### src/rtl/msdf_mul_pkg.sv
package msdf_mul_pkg;

  // Strobes from the sequencer to the arithmetic datapath
  typedef struct packed {
    logic clear;   // wipe prefixes, residual and output flags
    logic step;    // perform one recurrence step this cycle
    logic flush;   // trailing step: operand digits forced to zero
    logic last;    // the digit produced by this step is the final one
  } stepCtl_t;

  typedef enum logic [1:0] {
    ST_IDLE  = 2'd0,
    ST_RUN   = 2'd1,
    ST_FLUSH = 2'd2
  } seqState_t;

endpackage

### src/rtl/msdf_mul_csa.sv
module msdf_mul_csa #(
  parameter int W = 16
) (
  input  logic [W-1:0] x,
  input  logic [W-1:0] y,
  input  logic [W-1:0] z,
  output logic [W-1:0] sum,
  output logic [W-1:0] carry
);

  logic [W-2:0] majority;

  always_comb begin
    sum      = x ^ y ^ z;
    majority = (x[W-2:0] & y[W-2:0]) | (x[W-2:0] & z[W-2:0]) | (y[W-2:0] & z[W-2:0]);
    carry    = {majority, 1'b0};
  end

endmodule

### src/rtl/msdf_mul_ctrl.sv
module msdf_mul_ctrl
  import msdf_mul_pkg::*;
#(
  parameter int NDIG = 4
) (
  input  logic     clk,
  input  logic     rstN,
  input  logic     start,
  input  logic     digValid,
  output stepCtl_t ctl
);

  localparam int CW = $clog2(NDIG + 1);
  localparam logic [CW-1:0] LAST_IDX = CW'(NDIG - 1);

  seqState_t     state;
  logic [CW-1:0] digCount;

  always_comb begin
    ctl.clear = start;
    ctl.flush = !start && (state == ST_FLUSH);
    ctl.step  = !start && ((state == ST_RUN && digValid) || state == ST_FLUSH);
    ctl.last  = ctl.flush;
  end

  always_ff @(posedge clk or negedge rstN) begin
    if (!rstN) begin
      state    <= ST_IDLE;
      digCount <= '0;
    end else if (start) begin
      state    <= ST_RUN;
      digCount <= '0;
    end else begin
      unique case (state)
        ST_RUN: begin
          if (digValid) begin
            if (digCount == LAST_IDX) begin
              state    <= ST_FLUSH;
              digCount <= '0;
            end else begin
              digCount <= digCount + 1'b1;
            end
          end
        end
        ST_FLUSH: state <= ST_IDLE;
        default:  state <= ST_IDLE;
      endcase
    end
  end

  // the trailing step happens once, then the sequencer rests
  assert_flush_once_R5: assert property (@(posedge clk) disable iff (!rstN)
    (state == ST_FLUSH && !start) |=> (state == ST_IDLE));

  // the accepted-digit count never passes the operand length
  assert_count_range_R5: assert property (@(posedge clk) disable iff (!rstN)
    (int'(digCount) < NDIG));

  // nothing is stepped while no operation is active
  assert_idle_no_step_R8: assert property (@(posedge clk) disable iff (!rstN)
    (state == ST_IDLE && !start) |-> !ctl.step);

  // a start pulse always lands in a fresh run with zero digits taken
  assert_start_restarts_R2: assert property (@(posedge clk) disable iff (!rstN)
    start |=> (state == ST_RUN && digCount == '0));

endmodule

### src/rtl/msdf_mul_datapath.sv
module msdf_mul_datapath
  import msdf_mul_pkg::*;
#(
  parameter int NDIG = 4
) (
  input  logic       clk,
  input  logic       rstN,
  input  stepCtl_t   ctl,
  input  logic [2:0] aDigit,
  input  logic [2:0] bDigit,
  output logic [2:0] pDigit,
  output logic       pValid,
  output logic       pLast
);

  // Prefixes are integers in units of 4^-NDIG; the residual is in units of 4^-(NDIG+1)
  localparam int FB = 2 * NDIG + 2;   // fraction bits of the residual
  localparam int RW = 2 * NDIG + 6;   // residual and prefix width, signed
  localparam logic signed [RW-1:0] ONE_W  = {{(RW-1){1'b0}}, 1'b1};
  localparam logic signed [RW-1:0] W_INIT = ONE_W <<< (2 * (NDIG - 1));
  localparam logic signed [RW-1:0] HALF   = ONE_W <<< (FB - 1);

  // Digit times value using shifts, negation and the stored triple only
  function automatic logic signed [RW-1:0] digitMul(
    input logic [2:0]           d,
    input logic signed [RW-1:0] x1,
    input logic signed [RW-1:0] x3
  );
    case (d)
      3'b001:  digitMul = x1;
      3'b010:  digitMul = x1 <<< 1;
      3'b011:  digitMul = x3;
      3'b111:  digitMul = -x1;
      3'b110:  digitMul = -(x1 <<< 1);
      3'b101:  digitMul = -x3;
      default: digitMul = '0;
    endcase
  endfunction

  logic signed [RW-1:0] weight;
  logic signed [RW-1:0] aPre, aPre3, bPre, bPre3;
  logic signed [RW-1:0] zSum, zCar;

  logic [2:0]           aD, bD;
  logic signed [RW-1:0] w3, w9;
  logic signed [RW-1:0] aNew, aNew3, bNew, bNew3;
  logic signed [RW-1:0] termA, termB;
  logic signed [RW-1:0] zSumX4, zCarX4;
  logic signed [RW-1:0] wFull, rounded, pFull, negP;
  logic [2:0]           pSel;

  logic [RW-1:0] s1, c1, wSum, wCar, zSumNext, zCarNext;

  always_comb begin
    aD = ctl.flush ? 3'b000 : aDigit;
    bD = ctl.flush ? 3'b000 : bDigit;

    w3 = weight + (weight <<< 1);
    w9 = (weight <<< 3) + weight;

    aNew  = aPre  + digitMul(aD, weight, w3);
    aNew3 = aPre3 + digitMul(aD, w3, w9);
    bNew  = bPre  + digitMul(bD, weight, w3);
    bNew3 = bPre3 + digitMul(bD, w3, w9);

    // a_j times the previous B prefix, b_j times the updated A prefix
    termA = digitMul(aD, bPre, bPre3);
    termB = digitMul(bD, aNew, aNew3);

    zSumX4 = zSum <<< 2;
    zCarX4 = zCar <<< 2;
  end

  // 4-to-2 compressor built from two 3-to-2 rows
  msdf_mul_csa #(.W(RW)) u_row0 (
    .x(zSumX4), .y(zCarX4), .z(termA), .sum(s1), .carry(c1)
  );
  msdf_mul_csa #(.W(RW)) u_row1 (
    .x(s1), .y(c1), .z(termB), .sum(wSum), .carry(wCar)
  );

  // Round to nearest, halves upward
  always_comb begin
    wFull   = $signed(wSum) + $signed(wCar);
    rounded = wFull + HALF;
    pFull   = rounded >>> FB;
    pSel    = pFull[2:0];
    negP    = -(pFull <<< FB);
  end

  // Remove the chosen digit and keep the residual in carry-save form
  msdf_mul_csa #(.W(RW)) u_row2 (
    .x(wSum), .y(wCar), .z(negP), .sum(zSumNext), .carry(zCarNext)
  );

  always_ff @(posedge clk or negedge rstN) begin
    if (!rstN) begin
      weight <= W_INIT;
      aPre   <= '0;
      aPre3  <= '0;
      bPre   <= '0;
      bPre3  <= '0;
      zSum   <= '0;
      zCar   <= '0;
      pDigit <= '0;
      pValid <= 1'b0;
      pLast  <= 1'b0;
    end else if (ctl.clear) begin
      weight <= W_INIT;
      aPre   <= '0;
      aPre3  <= '0;
      bPre   <= '0;
      bPre3  <= '0;
      zSum   <= '0;
      zCar   <= '0;
      pDigit <= '0;
      pValid <= 1'b0;
      pLast  <= 1'b0;
    end else if (ctl.step) begin
      weight <= weight >>> 2;
      aPre   <= aNew;
      aPre3  <= aNew3;
      bPre   <= bNew;
      bPre3  <= bNew3;
      zSum   <= zSumNext;
      zCar   <= zCarNext;
      pDigit <= pSel;
      pValid <= 1'b1;
      pLast  <= ctl.last;
    end else begin
      pValid <= 1'b0;
      pLast  <= 1'b0;
    end
  end

  logic signed [RW-1:0] zTotal;
  assign zTotal = zSum + zCar;

  // an emitted digit is never the unused code 3'b100
  assert_digit_range_R3: assert property (@(posedge clk) disable iff (!rstN)
    pValid |-> (pDigit != 3'b100));

  // every step yields a valid digit one cycle later
  assert_step_latency_R4: assert property (@(posedge clk) disable iff (!rstN)
    ctl.step |=> pValid);

  // no step, no digit
  assert_no_spurious_R7: assert property (@(posedge clk) disable iff (!rstN)
    !ctl.step |=> !pValid);

  // the final-digit mark only rides on a valid digit
  assert_last_valid_R5: assert property (@(posedge clk) disable iff (!rstN)
    pLast |-> pValid);

  // after each step the residual lies in [-1/2, 1/2)
  assert_residual_bound_R6: assert property (@(posedge clk) disable iff (!rstN)
    pValid |-> (zTotal >= -HALF && zTotal < HALF));

endmodule

### src/rtl/msdf_mul_r4.sv
module msdf_mul_r4
  import msdf_mul_pkg::*;
#(
  parameter int NDIG = 4
) (
  input  logic       clk,
  input  logic       rstN,
  input  logic       start,
  input  logic       digValid,
  input  logic [2:0] aDigit,
  input  logic [2:0] bDigit,
  output logic [2:0] pDigit,
  output logic       pValid,
  output logic       pLast
);

  stepCtl_t ctl;

  msdf_mul_ctrl #(.NDIG(NDIG)) u_ctrl (
    .clk      (clk),
    .rstN     (rstN),
    .start    (start),
    .digValid (digValid),
    .ctl      (ctl)
  );

  msdf_mul_datapath #(.NDIG(NDIG)) u_datapath (
    .clk    (clk),
    .rstN   (rstN),
    .ctl    (ctl),
    .aDigit (aDigit),
    .bDigit (bDigit),
    .pDigit (pDigit),
    .pValid (pValid),
    .pLast  (pLast)
  );

endmodule

### config.mk
export PLATFORM = sky130hd
export DESIGN_NAME = msdf_mul_r4
export DESIGN_NICKNAME = d
export VERILOG_FILES = /design/src/rtl/msdf_mul_pkg.sv /design/src/rtl/msdf_mul_csa.sv /design/src/rtl/msdf_mul_ctrl.sv /design/src/rtl/msdf_mul_datapath.sv /design/src/rtl/msdf_mul_r4.sv
export SDC_FILE = /design/constraint.sdc
export NUM_CORES = 1
export LEC_CHECK = 0
export ABC_CLOCK_PERIOD_IN_PS = 8500
export CORE_MARGIN = 2
export CORE_UTILIZATION = 55
export DETAILED_ROUTE_END_ITERATION = 6
export DONT_BUFFER_PORTS = 1
export PLACE_DENSITY = 0.81
export RECOVER_POWER = 25
export SYNTH_ARGS = -nofsm -noshare
export SYNTH_HDL_FRONTEND = slang
export SYNTH_SLANG_ARGS = --single-unit
### constraint.sdc
create_clock -name clk -period 8.5 [get_ports clk]
set_clock_uncertainty 0.1 [all_clocks]
set_input_delay 0.425 -clock clk [delete_from_list [all_inputs] [get_ports clk]]
set_output_delay 0.425 -clock clk [all_outputs]
set_load 0.1 [all_outputs]
== After elaboration in Yosys (flattened, before gate mapping) ==
Index checks and enable logic that the tools add are counted.
W data, S select, Z words.

* Add/sub/neg operators: 21
* Equal/unequal tests: 17
* Muxes and demuxes: 36
* Bitwise gates (word level): 21
* Reductions and logical operators: 10

{| class="wikitable"
|+ Operator list
! cell !! number
|-
| $pmux W14 S6 || 4
|-
| $pmux W13 S6 || 2
|-
| $mux W14 || 9
|-
| $add A14 B14 Y14 || 6
|-
| $neg A13 Y13 || 6
|-
| $and A12 B12 Y12 || 6
|-
| $neg A14 Y14 || 5
|-
| $xor A13 B13 Y13 || 4
|-
| $or A12 B12 Y12 || 4
|-
| $mux W11 || 4
|-
| $and A10 B10 Y10 || 3
|-
| $mux W3 || 8
|-
| $xor A11 B11 Y11 || 2
|-
| $or A10 B10 Y10 || 2
|-
| $eq A3 B3 Y1 const B || 6
|-
| $eq A3 B2 Y1 const B || 5
|-
| $add A13 B11 Y13 const B || 1
|-
| $add A13 B13 Y13 || 1
|-
| $mux W13 || 1
|-
| $neg A11 Y11 || 1
|-
| $mux W2 || 4
|-
| $eq A3 B1 Y1 const B || 2
|-
| $ne A3 B3 Y1 const B || 2
|-
| $reduce_bool A2 Y1 || 3
|-
| 8 further kinds || 14
|}

* Bits in registers: 102

== Logic depth before layout (Yosys ltp) ==
Gate-level depths: netlist (run 1).

* Depth after elaboration: 19
* Gate-level depth with buffers: 34

== By module ==
Synthesis (run 1) repeated with hierarchy kept, for this count alone.

* Cells, all modules: 1673
* Area, all modules: 13550.5 µm²

{| class="wikitable"
|+ Modules (own cells, without submodules)
! module !! times used !! cells an instance !! area each (µm²) !! sequential area each (µm²)
|-
| msdf_mul_datapath || 1 || 1601 || 12401.9 || 2378.5
|-
| msdf_mul_csa || 3 || 16 || 295.3 || 0.0
|-
| msdf_mul_ctrl || 1 || 24 || 262.8 || 125.1
|}

== Least setup slack after synthesis (run 1) ==
OpenSTA, ideal clock, no wires.

* Path type: reg-to-reg
* Start point: reg u_datapath.weight[1]
* End point: reg u_datapath.pDigit[2]
* Setup time: 0.087 ns
* Arrival: 7.261 ns
* Data required time: 8.313 ns
* Slack: 1.053 ns
* Cell stages (with the launch flop): 32
* Path through: dfrtp_1 > ha_1 > inv_1 > fa_1 > buf_1 > nor2_1 > a21oi_1 > xnor2_1 > o21ai_0 > nand2_1 > o221ai_1 > ha_1 > nor2b_1 > o22a_1 > xor2_1 > or3_1 > or3_4 > or3_1 > xor2_1 > mux2_2 > a22oi_1 > o21ai_0 > fa_1 > ha_1 > inv_1 > ha_1 > o41ai_1 > o21ai_0 > xnor2_1 > nor2_1 > or4b_1 > o211ai_1

* Word-level cells in the longest chain between the ends: 13
* Elaborated cells between the ends (all ways): 24
* Classes of those cells: add/sub (14); mux (5); bitwise (5)

{| class="wikitable"
|+ RTL lines
! item !! line !! text
|-
| start: declaration || msdf_mul_datapath.sv:40 || <nowiki>logic signed [RW-1:0] weight;</nowiki>
|-
| start signal: assignment || msdf_mul_datapath.sv:120 || <nowiki>weight <= weight >>> 2;</nowiki>
|-
| $add A14 B14 Y14 (on tied branches) || msdf_mul_datapath.sv:59, msdf_mul_datapath.sv:58 ||
|-
| $neg A14 Y14 (on tied branches) || msdf_mul_datapath.sv:35, msdf_mul_datapath.sv:33, msdf_mul_datapath.sv:34 ||
|-
| $pmux W14 S6 || msdf_mul_datapath.sv:29 || <nowiki>case (d)</nowiki>
|-
| $add A14 B14 Y14 (on tied branches) || msdf_mul_datapath.sv:62, msdf_mul_datapath.sv:61 ||
|-
| $neg A13 Y13 (on tied branches) || msdf_mul_datapath.sv:35, msdf_mul_datapath.sv:33, msdf_mul_datapath.sv:34 ||
|-
| $pmux W13 S6 * || msdf_mul_datapath.sv:29 ||
|-
| $and A12 B12 Y12 || msdf_mul_csa.sv:15 || <nowiki>majority = (x[W-2:0] & y[W-2:0]) | (x[W-2:0] & z[W-2:0]) | (y[W-2:0] & z[W-2:0]);</nowiki>
|-
| $or A12 B12 Y12 (2 in series) || msdf_mul_csa.sv:15 ||
|-
| $add A13 B13 Y13 * || msdf_mul_datapath.sv:84 || <nowiki>wFull = $signed(wSum) + $signed(wCar);</nowiki>
|-
| $add A13 B11 Y13 * || msdf_mul_datapath.sv:85 || <nowiki>rounded = wFull + HALF;</nowiki>
|-
| $mux W3 * || msdf_mul_datapath.sv:119 || <nowiki>end else if (ctl.step) begin</nowiki>
|-
| $mux W3 * || msdf_mul_datapath.sv:108 || <nowiki>end else if (ctl.clear) begin</nowiki>
|-
| end signal: assignment || msdf_mul_datapath.sv:127 || <nowiki>pDigit <= pSel;</nowiki>
|-
| end: declaration || msdf_mul_datapath.sv:11 || <nowiki>output logic [2:0] pDigit,</nowiki>
|}

Every way passes the cells marked *; elsewhere a longest branch is shown, timed or not. The select of a mux whose other input is x is not followed.
A chain may end at the register's enable or synchronous reset.

== Final worst setup path (run 1) ==
* Start point: reg u_datapath.weight[0]
* End point: reg u_datapath.pDigit[2]

Same word-level chain as after synthesis.

==> flow_summary.ini, run 1 <==
[grt]
grt_overflow = 0
grt_max_degree = 93
grt_pass1_vias = 11900
grt_pass1_wl_um = 68200
antenna_found_initial = 0
grt_usage_pct = 39.4

[setup_path]
endpoint = u_datapath.pDigit[2]
reg2reg_setup_slack_ns = 0.20
cp.arrival_ns = 8.50
critical-path-top-delay-family = compound AO/OA/AOI/OAI gates
slowest_stage = fa_1
path_buf_inv = 2
critical_path_class = reg -> reg
crit_path_end_kind = register
cp_data_required_time_ns = 8.69
worstSetupStartpoint = u_datapath.weight[0]
r2r-start = u_datapath.weight[0]
path_max_fanout = 12
startpoint_type = register
worst-r2r-cell-count = 31
crit_cells = 31
cpMostUsedCell = a21oi_1
worst_path_largest_cell_delay_ns = 0.59
rr_endpoint = u_datapath.pDigit[2]

[yosys]
synth_xor_area_share_pct = 10.3
synth.distinct_cells = 87
synth-edff-count = 0
synth_adder_area_share_pct = 15.1
synth_compound_gate_area_share_pct = 29.6
synthesis.area_mm2 = 0.0119
async_flop_share_pct = 100
synthSimpleGateAreaFrac_pct = 18.7
synth_nets = 1652
ys_warn_count = 0
synthCells = 1512
seq_area_frac_synth_pct = 19.4
synth-seq-cells = 92
avgSynthCellArea_um2 = 7.86
synthMuxAreaShare_pct = 1.48
synth_top_family_by_area = compound AO/OA/AOI/OAI gates
ys.flop_type = dfrtp_1

[clock_network]
clock_latency_ns = 0.37
htreeDepth = 3
clockBufferDepth = 2
cts_buffers = 9
cts_sinks = 92
root_buffer = clkbuf_16
cts_tree = done
path_clk_slew_ns = 0.09

[placement]
place.gp.congestion = 1.03
hpwl_um = 33100
numPlacedInstances = 1764
port_buffers = 0
place_area_mm2 = 0.0124

[route]
drt_iter0_drc = 1751
wl_met3_um = 5420
drc = 1
postRouteAntennaNets = 0
top_layer = met4
drt-total-wl_um = 44600
vias = 12400
viasPerCell = 6.95
drtPass1Iterations = 7
wl_met2_um = 19000
wl_per_cell_um = 25.1
routedLengthMet1_um = 17200

[timing]
finalSetupViolations = 0
hold_ws_ns = 0.0104
fin_crit_sh_pct = 97.7
slew_violations = 93
worstMarginPinSlew_ns = 5.15
slew_headroom_pct = -243
layout_min_cycle_time_ns = 8.30
fmax_mhz = 120
hold_viol_final = 0
fin_tns_setup_ns = 0
rsz0062_at_grt = false

[pwr]
p_comb_share_pct = 53.5
powerDensity_mw_per_mm2 = 169
power_mw = 2.15
internal_power_mw = 1.16
cellLeakagePower_nw = 5.68
vdd_drop_max_mv = 0.108
p_seq_share_pct = 26.1
switching_share_pct = 46.0
p_clk_share_pct = 20.5
p_sw_mw = 0.989

[cells_and_area]
final_nets = 1642
drive_gt1_share_pct = 8.69
antenna_cells = 0
design_area_mm2 = 0.0127
area_growth_pct = 7.21
layout.cells.non_filler = 1782

[floorplanning]
die_w_um = 151
start_util_pct = 56.3
die-area_mm2 = 0.0228
core-area_mm2 = 0.0211
io_pins = 15
die_h_um = 151
rows = 53

[run_status]
failed_checks = design-rule violations, max-capacitance violations, max-slew violations
status = finished with violations

[worst_hold_path]
hold_path.class = in -> reg
holdPathStages = 1

[run]
maxCapViolations = 1
[how the worst min path moves through the flow]
stage                     slack [ns]                    to   from
final                           0.01   u_datapath.bPre[12]  start
after global routing           0.006   u_datapath.bPre[12]  start
after CTS                      0.005   u_datapath.bPre[12]  start
after detailed placement        0.03  u_datapath.aPre3[11]   rstN
after global placement          0.03  u_datapath.aPre3[10]   rstN
after floorplan                 0.03    u_ctrl.digCount[0]   rstN
[state kept, by name, summed over array words and instances (netlist names)]
| name | cells |
|---|---|
| u_datapath.aPre3 | 13 |
| u_datapath.aPre | 13 |
| u_datapath.bPre3 | 13 |
| u_datapath.bPre | 13 |
| u_datapath.zSum | 11 |
| u_datapath.weight | 10 |
| u_datapath.zCar | 9 |
| u_ctrl.digCount | 3 |
| u_datapath.pDigit | 3 |
| u_ctrl.state | 2 |
| u_datapath.pLast | 1 |
| u_datapath.pValid | 1 |
[final cells by class]
type	count	area (um2)
Multi-Input combinational cell	1255	8990
Sequential cell	92	2310
Tap cell	275	344
Clock inverter	7	80.1
Fill cell	1892	8350
Timing Repair Buffer	68	509
Clock buffer	9	225
Inverter	76	285
[what timing repair did]
item | CTS | global route
resized for setup | 0 | 10
buffers inserted | 0 | 0
hold buffers | 2 | 0
setup endpoints to repair | 0 | 1
hold endpoints to repair | 92 | 0
[worst reg2reg max path, delay by kind of cell (launching register included)]
family / cells / cell delay (ns)
buffers and inverters: 2 / 0.25
flip-flops: 1 / 0.38
adder cells (fa/ha/maj): 6 / 2.35
XOR/XNOR: 3 / 0.75
AO/OA/AOI/OAI: 15 / 2.76
AND/OR/NAND/NOR: 5 / 1.66
[stage by stage]
step / util (%) / setup WS, ns
after floorplan: - / 1.05
after global placement: 58.7 / 0.456
after detailed placement: 58.7 / 0.245
after CTS: 60.3 / 0.240
after global routing: 60.4 / 0.00585
final: 60.4 / 0.195
[synth_stat cells, drive strengths merged (10+ instances only)]
master	n	share of area, %
nor3	42	1.8
dfrtp	91	19
a22o	39	2.9
a221oi	15	1.1
nor2	117	3.7
o221ai	19	1.4
o21a	17	1.1
o22ai	17	0.90
nand2	136	4.3
inv	71	2.2
a211oi	14	1.0
a21o	16	1.0
o21ai	135	5.7
a222oi	21	1.8
clkbuf	78	2.5
buf	11	0.46
or3	23	1.3
a22oi	20	1.3
fa	23	3.9
xnor2	87	6.4
ha	107	11
nand2b	19	1.0
and2	13	0.68
mux2i	12	1.0
and3	10	0.53
o211ai	13	0.82
nand3	29	1.3
nor2b	19	1.0
xor2	52	3.9
or2	10	0.53
a21oi	105	4.5
[power by group through the flow]
stage               clock (mW)  sequential, mW  combinational, mW
finish                   0.440           0.561               1.15
global route             0.453           0.566               1.25
CTS                      0.440           0.559               1.12
detailed placement           0           0.567               1.11
global placement             0           0.565               1.07
floorplan                    0           0.547              0.828
[placed cells by master (no fill, tap or decap), types with 19 or more instances in the layout]
cell / count
o21ai_0: 132
buf_4: 66
ha_1: 107
inv_1: 70
nand2b_1: 19
or3_1: 22
dfrtp_1: 88
a22oi_1: 20
nor2b_1: 19
a22o_1: 39
nand2_1: 136
nor3_1: 42
a222oi_1: 21
xnor2_1: 86
fa_1: 23
nor2_1: 115
a21oi_1: 102
o221ai_1: 19
nand3_1: 28
xor2_1: 49
[layer usage]
metal,global-route usage (%),up-vias
met5,0,-
met4,22.5,0
met3,10.2,194
met2,59.9,786
met1,50.7,5867
li1,-,5543
[cell families after synthesis]
group / Yosys count
multiplexers: 17
AO/OA/AOI/OAI: 511
flip-flops: 92
buffers and inverters: 165
AND/OR/NAND/NOR: 458
adder cells (fa/ha/maj): 130
XOR/XNOR: 139
Note: power is estimated with default switching activity, not from simulation.
==> run 2, diff against run 1 <==
--- a/config.mk
+++ b/config.mk
@@ -6,10 +6,12 @@
 export NUM_CORES = 1
 export LEC_CHECK = 0
 export ABC_CLOCK_PERIOD_IN_PS = 8500
+export CORE_ASPECT_RATIO = 1.25
 export CORE_MARGIN = 2
 export CORE_UTILIZATION = 55
 export DETAILED_ROUTE_END_ITERATION = 6
 export DONT_BUFFER_PORTS = 1
+export HOLD_SLACK_MARGIN = 0.12
 export PLACE_DENSITY = 0.81
 export RECOVER_POWER = 25
 export SYNTH_ARGS = -nofsm -noshare
==> run 2 against run 1 <==
The flow still finishes with violations (design-rule violations, max-capacitance violations, max-slew violations); worst hold slack improved by 0.12 ns; final area rose by 0.78%; core utilization fell by 0.41 points; first-iteration DRC count fell by 14%; worst setup slack improved by 0.11 ns; critical path depth fell by 1; global-route usage rose by 0.31 points; register-to-register slack improved by 0.11 ns; sequential share of layout area fell by 0.15 points; clock power rose by 12%; wire length rose by 0.30%; combinational power barely moved; critical path type unchanged; critical endpoint unchanged.
==> flow_summary.ini, run 2 (same netlist as run 1, synthesis figures left out) <==
[route]
vias = 12500
drtPass1Iterations = 7
postRouteAntennaNets = 0
wl_per_cell_um = 25.0
drc = 2
drt_iter0_drc = 1498
viasPerCell = 6.98
drt-total-wl_um = 44800

[grt]
grt_usage_pct = 39.7
grt_pass1_vias = 12200
antenna_found_initial = 0
grt_overflow = 0
grt_max_degree = 93
grt_pass1_wl_um = 69200

[setup_path]
cp.arrival_ns = 8.38
critical-path-top-delay-family = adder cells
critical_path_class = reg -> reg
startpoint_type = register
cp_data_required_time_ns = 8.68
worst_path_largest_cell_delay_ns = 0.57
path_max_fanout = 8
cpMostUsedCell = ha_1
path_buf_inv = 2
slowest_stage = fa_1
crit_path_end_kind = register

[worst_hold_path]
hold_path.class = in -> reg

[floorplanning]
die_w_um = 135
die_h_um = 168
die-area_mm2 = 0.0228
rows = 60
io_pins = 15
start_util_pct = 55.5
core-area_mm2 = 0.0214

[cells_and_area]
final_nets = 1643
area_growth_pct = 8.05
regArea_mm2 = 0.00231
multi_input_area_mm2 = 0.00903
drive_gt1_share_pct = 9.02
post-route-util_pct = 60.0
layout.cells.non_filler = 1788
fill_cells = 1950
design_area_mm2 = 0.0128
layout_common_cells = nand2_1, o21ai_0, nor2_1
final_common_cell = nand2_1

[timing]
worstMarginPinSlew_ns = 5.39
finalSetupViolations = 0
slew_headroom_pct = -260
hold_ws_ns = 0.135
slew_violations = 93
layout_min_cycle_time_ns = 8.20
fin_tns_setup_ns = 0
fmax_mhz = 122
hold_viol_final = 0
fin_crit_sh_pct = 96.4

[pwr]
vdd_drop_max_mv = 0.116
p_sw_mw = 0.992
internal_power_mw = 1.23
p_comb_share_pct = 52.7
powerDensity_mw_per_mm2 = 173
p_seq_share_pct = 25.2
switching_share_pct = 44.7
cellLeakagePower_nw = 5.72
p_clk_share_pct = 22.2

[clock_network]
cts_buffers = 9
htreeDepth = 3
clockBufferDepth = 2
clock_latency_ns = 0.37
root_buffer = clkbuf_16
path_clk_slew_ns = 0.07
cts_setup_buffers = 0
cts_tree = done
cts_sinks = 92

[placement]
numPlacedInstances = 1767
port_buffers = 0
place.gp.congestion = 1.09
place_area_mm2 = 0.0124
hpwl_um = 33200

[run]
maxCapViolations = 1

[run_status]
failed_checks = design-rule violations, max-capacitance violations, max-slew violations
status = finished with violations
[run 2: cell types whose count changed in the layout (fill, tap and decap cells not counted), sizes merged]
cell         before  now
buf              66   65
bufinv            0    2
clkbuf           10   11
clkinv            9    5
clkinvlp          1    0
diode             0    1
dlygate4sd3       1    3
inv              73   75
[run 2: path summary, 6_finish.rpt]
kind	from	to	slack (ns)	depth (start not counted)
worst min-delay path	digValid	u_ctrl.state[0]	0.14	2
min in group asynchronous	rstN	u_datapath.weight[10]	2.40	2
worst min register to register	u_datapath.aPre[5]	u_datapath.aPre[5]	0.40	2
worst max-delay path	u_datapath.weight[0]	u_datapath.pDigit[2]	0.30	30
worst max register to register	u_datapath.weight[0]	u_datapath.pDigit[2]	0.30	30
max in group asynchronous	rstN	u_datapath.weight[1]	2.43	2
[run 2: worst register-to-register path: cells and delay by family, from the launching register on]
family,cells,cell delay (ns)
xor+xnor,4,0.79
buf+inv,2,0.36
fa+ha+maj,6,2.45
simple gates,8,1.84
compound gates,10,2.10
flops,1,0.47
[run 2: routing by layer]
metal | up-vias | track usage, % | share of wire [%] | wire [um]
met5 | - | 0 | 0 | 0
met4 | 0 | 32.3 | 10 | 4480
met3 | 230 | 8.61 | 9.4 | 4210
met2 | 758 | 60.6 | 44 | 19600
met1 | 5944 | 47.8 | 37 | 16500
li1 | 5541 | - | - | -
[run 2: final cells by class]
| class | instances | share of cell area (%) |
|---|---|---|
| sequential | 92 | 18.0 |
| multi-input combinational | 1255 | 70.4 |
| clock inverter | 6 | 0.780 |
| tap | 279 | 2.72 |
| antenna | 1 | 0.0195 |
| inverter | 76 | 2.22 |
| timing repair buffer | 69 | 4.06 |
| clock buffer | 10 | 1.86 |
[run 2: stage by stage]
step / power, mW / setup WS, ns
finish: 2.22 / 0.302
global route: 2.36 / -0.0748
CTS: 2.19 / 0.147
detailed placement: 1.68 / 0.169
global placement: 1.64 / 0.446
floorplan: 1.38 / 1.05
[run 2: what timing repair did]
item | in CTS | in global routing
setup endpoints to repair | 0 | 3
resized for setup | 0 | 17
hold endpoints to repair | 100 | 0
hold buffers | 4 | 0
[run 2: power by group through the flow]
stage	Sequential, mW	Combinational (mW)	Clock [mW]
2_1_floorplan	0.547	0.828	0
3_3_place_gp	0.563	1.08	0
3_5_place_dp	0.565	1.11	0
4_1_cts	0.557	1.13	0.495
5_1_grt	0.565	1.28	0.516
6_report	0.558	1.17	0.492
